===== src/rtl/scb_pkg.sv =====
package scb_pkg;
  localparam int PAY_W  = 8;
  localparam int CT_W   = 2;
  localparam int WORD_W = CT_W + PAY_W;
  localparam int SA_W   = 5;
  localparam int DAT_W  = 2 * PAY_W;

  localparam logic [CT_W-1:0] CT_HDR = 2'b01;
  localparam logic [CT_W-1:0] CT_DAT = 2'b10;
  localparam logic [CT_W-1:0] CT_END = 2'b11;
  localparam logic [2:0]      IRQ_TAG = 3'b111;

  localparam int ST_N     = 8;
  localparam int ST_IDLE  = 0;
  localparam int ST_REGA  = 1;
  localparam int ST_WHI   = 2;
  localparam int ST_WLO   = 3;
  localparam int ST_RWAIT = 4;
  localparam int ST_RD    = 5;
  localparam int ST_REPLY = 6;
  localparam int ST_SKIP  = 7;

  typedef logic [ST_N-1:0] state_t;

  function automatic state_t st_vec(input int idx);
    return state_t'(1) << idx;
  endfunction
endpackage


===== src/rtl/scb_tmr_reg.sv =====
module scb_tmr_reg #(
  parameter int          W       = 8,
  parameter logic [W-1:0] RST_VAL = '0
) (
  input  logic         clk,
  input  logic         rst,
  input  logic [W-1:0] d,
  output logic [W-1:0] q
);
  logic [W-1:0] q_a, q_b, q_c;

  always_ff @(posedge clk) begin
    if (rst) q_a <= RST_VAL;
    else     q_a <= d;
  end

  always_ff @(posedge clk) begin
    if (rst) q_b <= RST_VAL;
    else     q_b <= d;
  end

  always_ff @(posedge clk) begin
    if (rst) q_c <= RST_VAL;
    else     q_c <= d;
  end

  assign q = (q_a & q_b) | (q_a & q_c) | (q_b & q_c);
endmodule


===== src/rtl/scb_rx_deser.sv =====
module scb_rx_deser import scb_pkg::*; #(
  parameter int IDLE_TICKS = 64
) (
  input  logic              clk,
  input  logic              rst,
  input  logic              sclk_in,
  input  logic              sdata_in,
  output logic              word_vld,
  output logic [WORD_W-1:0] word,
  output logic              frame_abort,
  output logic              frame_active
);
  localparam int TW = $clog2(IDLE_TICKS + 1);
  localparam int BW = $clog2(WORD_W);

  logic [2:0]        ck_s;
  logic [1:0]        dt_s;
  logic [WORD_W-2:0] shreg;
  logic [BW-1:0]     bitcnt;
  logic [TW-1:0]     idle_cnt;
  logic              rise;

  assign rise = ck_s[1] & ~ck_s[2];

  always_ff @(posedge clk) begin
    if (rst) begin
      ck_s <= '0;
      dt_s <= '0;
    end else begin
      ck_s <= {ck_s[1:0], sclk_in};
      dt_s <= {dt_s[0], sdata_in};
    end
  end

  always_ff @(posedge clk) begin
    if (rst) begin
      shreg        <= '0;
      bitcnt       <= '0;
      idle_cnt     <= '0;
      word         <= '0;
      word_vld     <= 1'b0;
      frame_abort  <= 1'b0;
      frame_active <= 1'b0;
    end else begin
      word_vld    <= 1'b0;
      frame_abort <= 1'b0;
      if (rise) begin
        frame_active <= 1'b1;
        idle_cnt     <= '0;
        shreg        <= {shreg[WORD_W-3:0], dt_s[1]};
        if (bitcnt == BW'(WORD_W - 1)) begin
          bitcnt   <= '0;
          word     <= {shreg, dt_s[1]};
          word_vld <= 1'b1;
        end else begin
          bitcnt <= bitcnt + 1'b1;
        end
      end else if (frame_active) begin
        if (idle_cnt == TW'(IDLE_TICKS - 1)) begin
          frame_active <= 1'b0;
          frame_abort  <= 1'b1;
          bitcnt       <= '0;
          idle_cnt     <= '0;
        end else begin
          idle_cnt <= idle_cnt + 1'b1;
        end
      end
    end
  end
endmodule


===== src/rtl/scb_tx.sv =====
module scb_tx import scb_pkg::*; #(
  parameter int HALF_PERIOD = 10
) (
  input  logic                clk,
  input  logic                rst,
  input  logic                start,
  input  logic                two_words,
  input  logic [2*WORD_W-1:0] load,
  output logic                sclk_out,
  output logic                sdata_out,
  output logic                busy
);
  localparam int DW = $clog2(HALF_PERIOD + 1);
  localparam int LW = $clog2(2 * WORD_W + 1);

  logic [2*WORD_W-1:0] shreg;
  logic [LW-1:0]       left;
  logic [DW-1:0]       div;

  always_ff @(posedge clk) begin
    if (rst) begin
      shreg     <= '0;
      left      <= '0;
      div       <= '0;
      busy      <= 1'b0;
      sclk_out  <= 1'b0;
      sdata_out <= 1'b0;
    end else if (!busy) begin
      if (start) begin
        shreg     <= load;
        left      <= two_words ? LW'(2 * WORD_W) : LW'(WORD_W);
        div       <= '0;
        busy      <= 1'b1;
        sclk_out  <= 1'b0;
        sdata_out <= load[2*WORD_W-1];
      end
    end else if (div == DW'(HALF_PERIOD - 1)) begin
      div <= '0;
      if (!sclk_out) begin
        sclk_out <= 1'b1;
      end else begin
        sclk_out <= 1'b0;
        if (left == LW'(1)) begin
          busy      <= 1'b0;
          sdata_out <= 1'b0;
        end else begin
          shreg     <= shreg << 1;
          sdata_out <= shreg[2*WORD_W-2];
          left      <= left - 1'b1;
        end
      end
    end else begin
      div <= div + 1'b1;
    end
  end
endmodule


===== src/rtl/scb_slave.sv =====
module scb_slave import scb_pkg::*; #(
  parameter int IDLE_TICKS  = 64,
  parameter int HALF_PERIOD = 10
) (
  input  logic             clk,
  input  logic             rst,
  input  logic [SA_W-1:0]  slave_addr,
  input  logic             dn_clk,
  input  logic             dn_data,
  output logic             up_clk,
  output logic             up_data,
  input  logic             irq_in,
  output logic [PAY_W-1:0] lb_addr,
  output logic [DAT_W-1:0] lb_wdata,
  output logic             lb_we,
  output logic             lb_re,
  input  logic [DAT_W-1:0] lb_rdata
);
  logic              word_vld, frame_abort, frame_active;
  logic [WORD_W-1:0] word;
  logic [CT_W-1:0]   ctrl;
  logic [PAY_W-1:0]  pay;
  logic              hdr_match;

  state_t st, st_d;

  logic                rw_q;
  logic [PAY_W-1:0]    addr_q, hi_q;
  logic [DAT_W-1:0]    rd_q;
  logic [2:0]          irq_s;
  logic                irq_pend, irq_send, rd_go;
  logic                tx_start, tx_two, tx_busy;
  logic [2*WORD_W-1:0] tx_load;

  scb_rx_deser #(.IDLE_TICKS(IDLE_TICKS)) u_rx (
    .clk(clk), .rst(rst), .sclk_in(dn_clk), .sdata_in(dn_data),
    .word_vld(word_vld), .word(word), .frame_abort(frame_abort),
    .frame_active(frame_active)
  );

  assign ctrl      = word[WORD_W-1:PAY_W];
  assign pay       = word[PAY_W-1:0];
  assign hdr_match = (ctrl == CT_HDR) && (pay[PAY_W-1:PAY_W-SA_W] == slave_addr);
  assign rd_go     = !lb_re && !tx_busy && !tx_start;
  assign irq_send  = irq_pend && st[ST_IDLE] && !frame_active && !tx_busy && !tx_start;

  scb_tmr_reg #(.W(ST_N), .RST_VAL(state_t'(1))) u_state (
    .clk(clk), .rst(rst), .d(st_d), .q(st)
  );

  always_comb begin
    st_d = st;
    if ($countones(st) != 1) begin
      st_d = st_vec(ST_IDLE);
    end else if (frame_abort && !(st[ST_RD] || st[ST_REPLY])) begin
      st_d = st_vec(ST_IDLE);
    end else if (st[ST_RD]) begin
      if (rd_go) st_d = st_vec(ST_REPLY);
    end else if (st[ST_REPLY]) begin
      if (!tx_busy && !tx_start) st_d = st_vec(ST_IDLE);
    end else if (word_vld) begin
      if (ctrl == CT_END)
        st_d = st[ST_RWAIT] ? st_vec(ST_RD) : st_vec(ST_IDLE);
      else if (st[ST_IDLE])
        st_d = hdr_match ? st_vec(ST_REGA) : st_vec(ST_SKIP);
      else if (st[ST_REGA])
        st_d = (ctrl != CT_DAT) ? st_vec(ST_SKIP) :
               (rw_q ? st_vec(ST_RWAIT) : st_vec(ST_WHI));
      else if (st[ST_WHI])
        st_d = (ctrl == CT_DAT) ? st_vec(ST_WLO) : st_vec(ST_SKIP);
      else if (st[ST_WLO])
        st_d = (ctrl == CT_DAT) ? st_vec(ST_WHI) : st_vec(ST_SKIP);
      else if (st[ST_RWAIT])
        st_d = st_vec(ST_SKIP);
    end
  end

  always_ff @(posedge clk) begin
    if (rst) begin
      rw_q     <= 1'b0;
      addr_q   <= '0;
      hi_q     <= '0;
      rd_q     <= '0;
      lb_addr  <= '0;
      lb_wdata <= '0;
      lb_we    <= 1'b0;
      lb_re    <= 1'b0;
      irq_s    <= '0;
      irq_pend <= 1'b0;
      tx_start <= 1'b0;
      tx_two   <= 1'b0;
      tx_load  <= '0;
    end else begin
      lb_we    <= 1'b0;
      lb_re    <= 1'b0;
      tx_start <= 1'b0;
      irq_s    <= {irq_s[1:0], irq_in};
      if (lb_re) rd_q <= lb_rdata;
      if (word_vld && !frame_abort) begin
        if (st[ST_IDLE] && hdr_match) rw_q <= pay[PAY_W-SA_W-1];
        if (st[ST_REGA] && ctrl == CT_DAT) addr_q <= pay;
        if (st[ST_WHI] && ctrl == CT_DAT) hi_q <= pay;
        if (st[ST_WLO] && ctrl == CT_DAT) begin
          lb_we    <= 1'b1;
          lb_addr  <= addr_q;
          lb_wdata <= {hi_q, pay};
          addr_q   <= addr_q + 1'b1;
        end
        if (st[ST_RWAIT] && ctrl == CT_END) begin
          lb_re   <= 1'b1;
          lb_addr <= addr_q;
        end
      end
      if (st[ST_RD] && rd_go) begin
        tx_start <= 1'b1;
        tx_two   <= 1'b1;
        tx_load  <= {CT_DAT, rd_q[DAT_W-1:PAY_W], CT_END, rd_q[PAY_W-1:0]};
      end else if (irq_send) begin
        tx_start <= 1'b1;
        tx_two   <= 1'b0;
        tx_load  <= {CT_HDR, slave_addr, IRQ_TAG, {WORD_W{1'b0}}};
      end
      if (irq_s[1] && !irq_s[2]) irq_pend <= 1'b1;
      else if (irq_send)         irq_pend <= 1'b0;
    end
  end

  scb_tx #(.HALF_PERIOD(HALF_PERIOD)) u_tx (
    .clk(clk), .rst(rst), .start(tx_start), .two_words(tx_two),
    .load(tx_load), .sclk_out(up_clk), .sdata_out(up_data), .busy(tx_busy)
  );
endmodule


===== config.mk =====
export PLATFORM = sky130hd
export DESIGN_NAME = scb_slave
export DESIGN_NICKNAME = d
export VERILOG_FILES = /design/src/rtl/scb_pkg.sv /design/src/rtl/scb_tmr_reg.sv /design/src/rtl/scb_rx_deser.sv /design/src/rtl/scb_tx.sv /design/src/rtl/scb_slave.sv
export SDC_FILE = /design/constraint.sdc
export NUM_CORES = 1
export LEC_CHECK = 0
export CAP_MARGIN = 20
export CORE_UTILIZATION = 45
export DETAILED_ROUTE_END_ITERATION = 10
export GPL_TIMING_DRIVEN = 0
export SLEW_MARGIN = 5
export SYNTH_ARGS = -nofsm -noshare
export SYNTH_HDL_FRONTEND = slang
export SYNTH_HIERARCHICAL = 1
export SYNTH_SLANG_ARGS = --single-unit

===== constraint.sdc =====
create_clock -name clk -period 4.56 [get_ports clk]
set_input_delay 0.684 -clock clk [delete_from_list [all_inputs] [get_ports clk]]
set_output_delay 0.684 -clock clk [all_outputs]
set_load 0.03 [all_outputs]

After elaboration in Yosys (flattened, before gate mapping). Index checks and enable logic that the tools add are counted.

Flip-flop bits (word level): 162. Output and inout port bits: 28. Bits of input ports: 26. Logic and storage cells: 179.

Reduce and logical (&&, ||, !) cells: 48. Equality and inequality tests: 13. Bitwise operators: 8. Multiplexer cells: 68. Add/subtract/negate cells: 12.

Operators by type and width (count): $mux W8 (19); $mux W19 (5); $mux W20 (2); $mux W5 (7); $mux W4 (7); $mux W1 (26); $logic_and A1 B1 Y1 (17); $or A8 B8 Y8 (2); $reduce_and A2 Y1 (8); $reduce_bool A2 Y1 (7); $add A1 B1 Y2 (4); $add A4 B1 Y4 const B (2); $add A8 B1 Y8 const B (1); $and A8 B8 Y8 (1); $eq A4 B4 Y1 const B (2); $reduce_or A2 Y1 (4); $add A7 B1 Y7 const B (1); $eq A7 B6 Y1 const B (1); $logic_not A1 Y1 (7); $mux W7 (1); $add A2 B2 Y3 (2); $mux W6 (1); $ne A2 B2 Y1 const B (3); $reduce_or A3 Y1 (2); 13 further kinds (17).

Longest topological paths before layout.
Depth in word-level cells: 12. Mapped depth: 14.

By module. Netlist, hierarchy kept.

Modules (own cells, without submodules): scb_slave (area an instance 3638.5 µm², times used 1, cells each 409, sequential area each 1641.6 µm²); scb_tx (area an instance 1706.6 µm², times used 1, cells each 166, sequential area each 620.6 µm²); scb_rx_deser (area an instance 1496.4 µm², times used 1, cells each 168, sequential area each 760.7 µm²); scb_tmr_reg (area an instance 210.2 µm², times used 1, cells each 16, sequential area each 160.2 µm²).

Least setup slack after synthesis. Ideal clock, no wire load.

Path type: register -> register. Start: register u_state.q_c[3]. End: register u_state.q_c[5]. Period minus slack after synthesis: 3.546 ns. Required time: 4.495 ns. Stages on the path, launching flop included: 15. Slack: 1.014 ns. Buffers on the path: 0. Data arrival time: 3.481 ns. Library setup time: 0.065 ns. Path through: dfxtp_1 inv_1 fa_1 fa_1 fa_1 inv_1 ha_1 inv_1 fa_1 a211oi_1 mux2i_1 a211oi_1 nand2_1 a21oi_1 nor2b_1.

Longest elaborated chain between the ends: 11. Elaborated cells on any way between the ends: 16. Those cells by class: 3 x add/sub; 1 x eq/ne; 8 x mux; 3 x bitwise; 1 x reduce/logical.

Ends and longest elaborated chain: start: declaration (RTL line scb_tmr_reg.sv:10) `logic [W-1:0] q_a, q_b, q_c;`; start signal: assignment (RTL line scb_tmr_reg.sv:23) `if (rst) q_c <= RST_VAL;`; start signal: assignment (RTL line scb_tmr_reg.sv:24) `else q_c <= d;`; $and A8 B8 Y8 (*) (RTL line scb_tmr_reg.sv:27) `assign q = (q_a & q_b) | (q_a & q_c) | (q_b & q_c);`; $or A8 B8 Y8 (RTL line scb_tmr_reg.sv:27); $or A8 B8 Y8 (*) (RTL line scb_tmr_reg.sv:27); parallel branches: the longest is 8 deep, another holds $add A3 B3 Y4.

Every way passes the cells marked *. A chain may end at the register's enable or synchronous reset.

Worst setup path in the final report. Same ends and word-level chain as after synthesis.

==> flow_metrics.tcl <==
set metrics [dict create \
    yosysWarnings 6 \
    tns_ns 0 \
    gp_congestion 0.852 \
    portBuffers 53 \
    grt_max_degree 17 \
    timing.fmax_mhz 246 \
    via_per_inst 5.32 \
    syn_to_final_growth_pct 20.3 \
    grt_pass1_vias 5483 \
    cts.htree.levels 4 \
    synth_top_family_by_area "simple AND/OR/NAND/NOR gates" \
    syn_area_um2 7050 \
    worstPathMaxFanout 6 \
    stdcell_count 1055 \
    fin_nets 872 \
    post-cts-setup-buffers 0 \
    io_pins 54 \
    cts_max_path_buffers 2 \
    grt_overflow_total 0 \
    peakVddDrop_mv 0.266 \
    clock-sinks 159 \
    yosys-top-cells-count "dfxtp_1 (159), a21oi_1 (84), nand2_1 (81), nor2_1 (68), mux2i_1 (50)" \
    via_count 5609 \
    async_flop_share_pct 0 \
    root_buffer "clkbuf_16" \
    min_path_type "flip-flop to flip-flop" \
    min_period_ns 4.06 \
    yosys.area_share.simple_pct 18.9 \
    grt_antenna_before_repair 0 \
    hpwl_um 11900 \
    synth_edf_count 0 \
    synth_top_area_share_pct 45.1 \
    fin_skew_ns 0.00615 \
    required_ns 4.90 \
    start_kind "flip-flop" \
    numCtsBuffers 17 \
    fillerInstances 1379 \
    synthAdderAreaFrac_pct 3.09 \
    powerDensity_nw_per_um2 362 \
    syn-num-nets 800 \
    ys_ff_latch 159 \
    slew_viol_final 0 \
    netlist_top_cells_area "dfxtp_1 (45%), mux2i_1 (7.1%), a21oi_1 (6.0%)" \
    drv_cap 0 \
    globalRouteTotalUtil_pct 21.2 \
    drtPass1Iterations 4 \
    ant_nets 0 \
    synthCells 759 \
    drc_errors 0 \
    start_util_pct 46.2 \
    die_area_um2 16200 \
    holdBufCountCts 0 \
    muxShareOfSynthArea_pct 7.63 \
    synth_flop_cell "dfxtp_1" \
    status "completed" \
    wirelength_um 16300 \
    synth_most_common_cell "dfxtp_1" \
    die_width_um 127 \
    avgSynthCellArea_um2 9.29 \
    rows 45 \
    p_leak_nw 2.95 \
    multiInputGateArea_um2 3440 \
    worstSetupPathType "flip-flop to flip-flop" \
    tightest_slew_ns 0.734 \
    crit_path_end_kind "flip-flop" \
    cts_resized 0 \
    diodes 0 \
    cts_tree "done" \
    drtIter0Drc 313 \
    synthXorXnorAreaFrac_pct 1.24 \
    coreArea_um2 15300 \
    grt_pass1_wl_um 27000 \
    dp_cells 1023 \
    seqCellArea_um2 3180 \
    clkSlewWorstSetupHoldPaths_ns 0.06 \
    setup_violations 0 \
    min_period_over_period_pct 89.0 \
    layout-drive-gt1-share_pct 12.1 \
    maxSlewHeadroom_pct 50.8 \
    rsz0062_at_grt "no" \
    avgRoutedWirePerCell_um 15.4 \
    clk_latency_ns 0.42 \
    timing_hold_violations_final 0 \
    critPathArrivalTime_ns 4.39 \
    ys_types 70 \
    yosysSeqAreaShare_pct 45.1 \
    synth_top_area_cell "dfxtp_1" \
    die_y_um 127 \
    synth_compound_area_share_pct 17.9 \
]
-- critical path, stage by stage, from the launching register on --
cell and delay [ns]:
dfxtp_1 0.48, inv_1 0.15, fa_1 0.48, fa_1 0.52, fa_1 0.41, inv_1 0.07
ha_1 0.15, inv_1 0.05, fa_1 0.38, a211oi_1 0.25, mux2i_1 0.11, a211oi_1 0.36
nand2_1 0.25, a21oi_1 0.17, nor2b_1 0.16
-- state kept, by name (all words and copies together) (netlist names), 9 cells and up --
| signal | flops |
|---|---|
| u_tx/shreg | 19 |
| tx_load | 17 |
| lb_wdata | 16 |
| rd_q | 16 |
| u_rx/word | 10 |
| u_rx/shreg | 9 |
-- worst paths after layout --
| check | slack, ns | from | cells past startpoint | end |
|---|---|---|---|---|
| max | 0.50 | u_state/q_c[3] | 14 | u_state/q_c[5] |
| min | 0.44 | u_rx/dt_s[0] | 1 | u_rx/dt_s[1] |
| max reg2reg | 0.50 | u_state/q_c[3] | 14 | u_state/q_c[5] |
| min reg2reg | 0.44 | u_rx/dt_s[0] | 1 | u_rx/dt_s[1] |
-- area by class of cell --
class                   instances  area share, %
well taps                     211           3.11
clock buffers                  18           5.06
inverters                      24           1.06
clock inverters                14           2.42
plain buffers                  47           4.04
flip-flops and latches        159           37.5
repair buffers                 53           6.26
multi-input cells             529           40.5
-- per-layer routing --
| layer | track usage (%) | share of wire [%] | up-vias |
|---|---|---|---|
| met4 | 6.09 | 0.90 | 0 |
| met5 | 0 | 0 | - |
| li1 | - | - | 2833 |
| met2 | 38.1 | 51 | 77 |
| met1 | 25.4 | 45 | 2688 |
| met3 | 4.61 | 3.0 | 11 |
-- layout by cell type (no fill, tap or decap), types with 9 or more instances in the layout --
master,netlist,layout
dfxtp_1,159,159
a21oi_1,84,84
nand2_1,81,81
nor2_1,68,68
clkdlybuf4s50_1,0,53
mux2i_1,50,50
nand3_1,29,29
inv_1,24,24
a211oi_1,24,24
o21ai_0,24,24
nor2b_1,21,21
clkbuf_16,0,17
buf_2,14,14
clkbuf_1,10,11
a22oi_1,11,11
ha_1,11,11
a211oi_2,10,10
buf_6,9,9
-- logic make-up after synthesis --
group                    count (synthesis)
AND/OR/NAND/NOR                        260
AO/OA/AOI/OAI                          192
flip-flops                             159
buffers and inverters                   71
multiplexers                            52
adder cells (fa/ha/maj)                 15
XOR/XNOR                                10
-- per-stage QoR --
| step | util (%) | setup WS (ns) | total power, mW | cell area, um2 | hold slack, ns |
|---|---|---|---|---|---|
| 2_1_floorplan | - | 1.01 | 1.54 | 7050 | 0.414 |
| 3_3_place_gp | 51.4 | 0.591 | 1.59 | 7850 | 0.421 |
| 3_5_place_dp | 51.4 | 0.500 | 1.60 | 7850 | 0.426 |
| 4_1_cts | 55.6 | 0.460 | 3.11 | 8480 | 0.448 |
| 5_1_grt | 55.6 | 0.279 | 3.19 | 8480 | 0.463 |
| 6_report | 55.6 | 0.503 | 3.07 | 8480 | 0.441 |
-- power breakdown --
group | internal (mW) | switching [mW]
Combinational | 0.0647 | 0.0805
Sequential | 1.41 | 0.0133
Clock | 0.928 | 0.577
Total | 2.40 | 0.671
(Power assumes the default switching activity.)
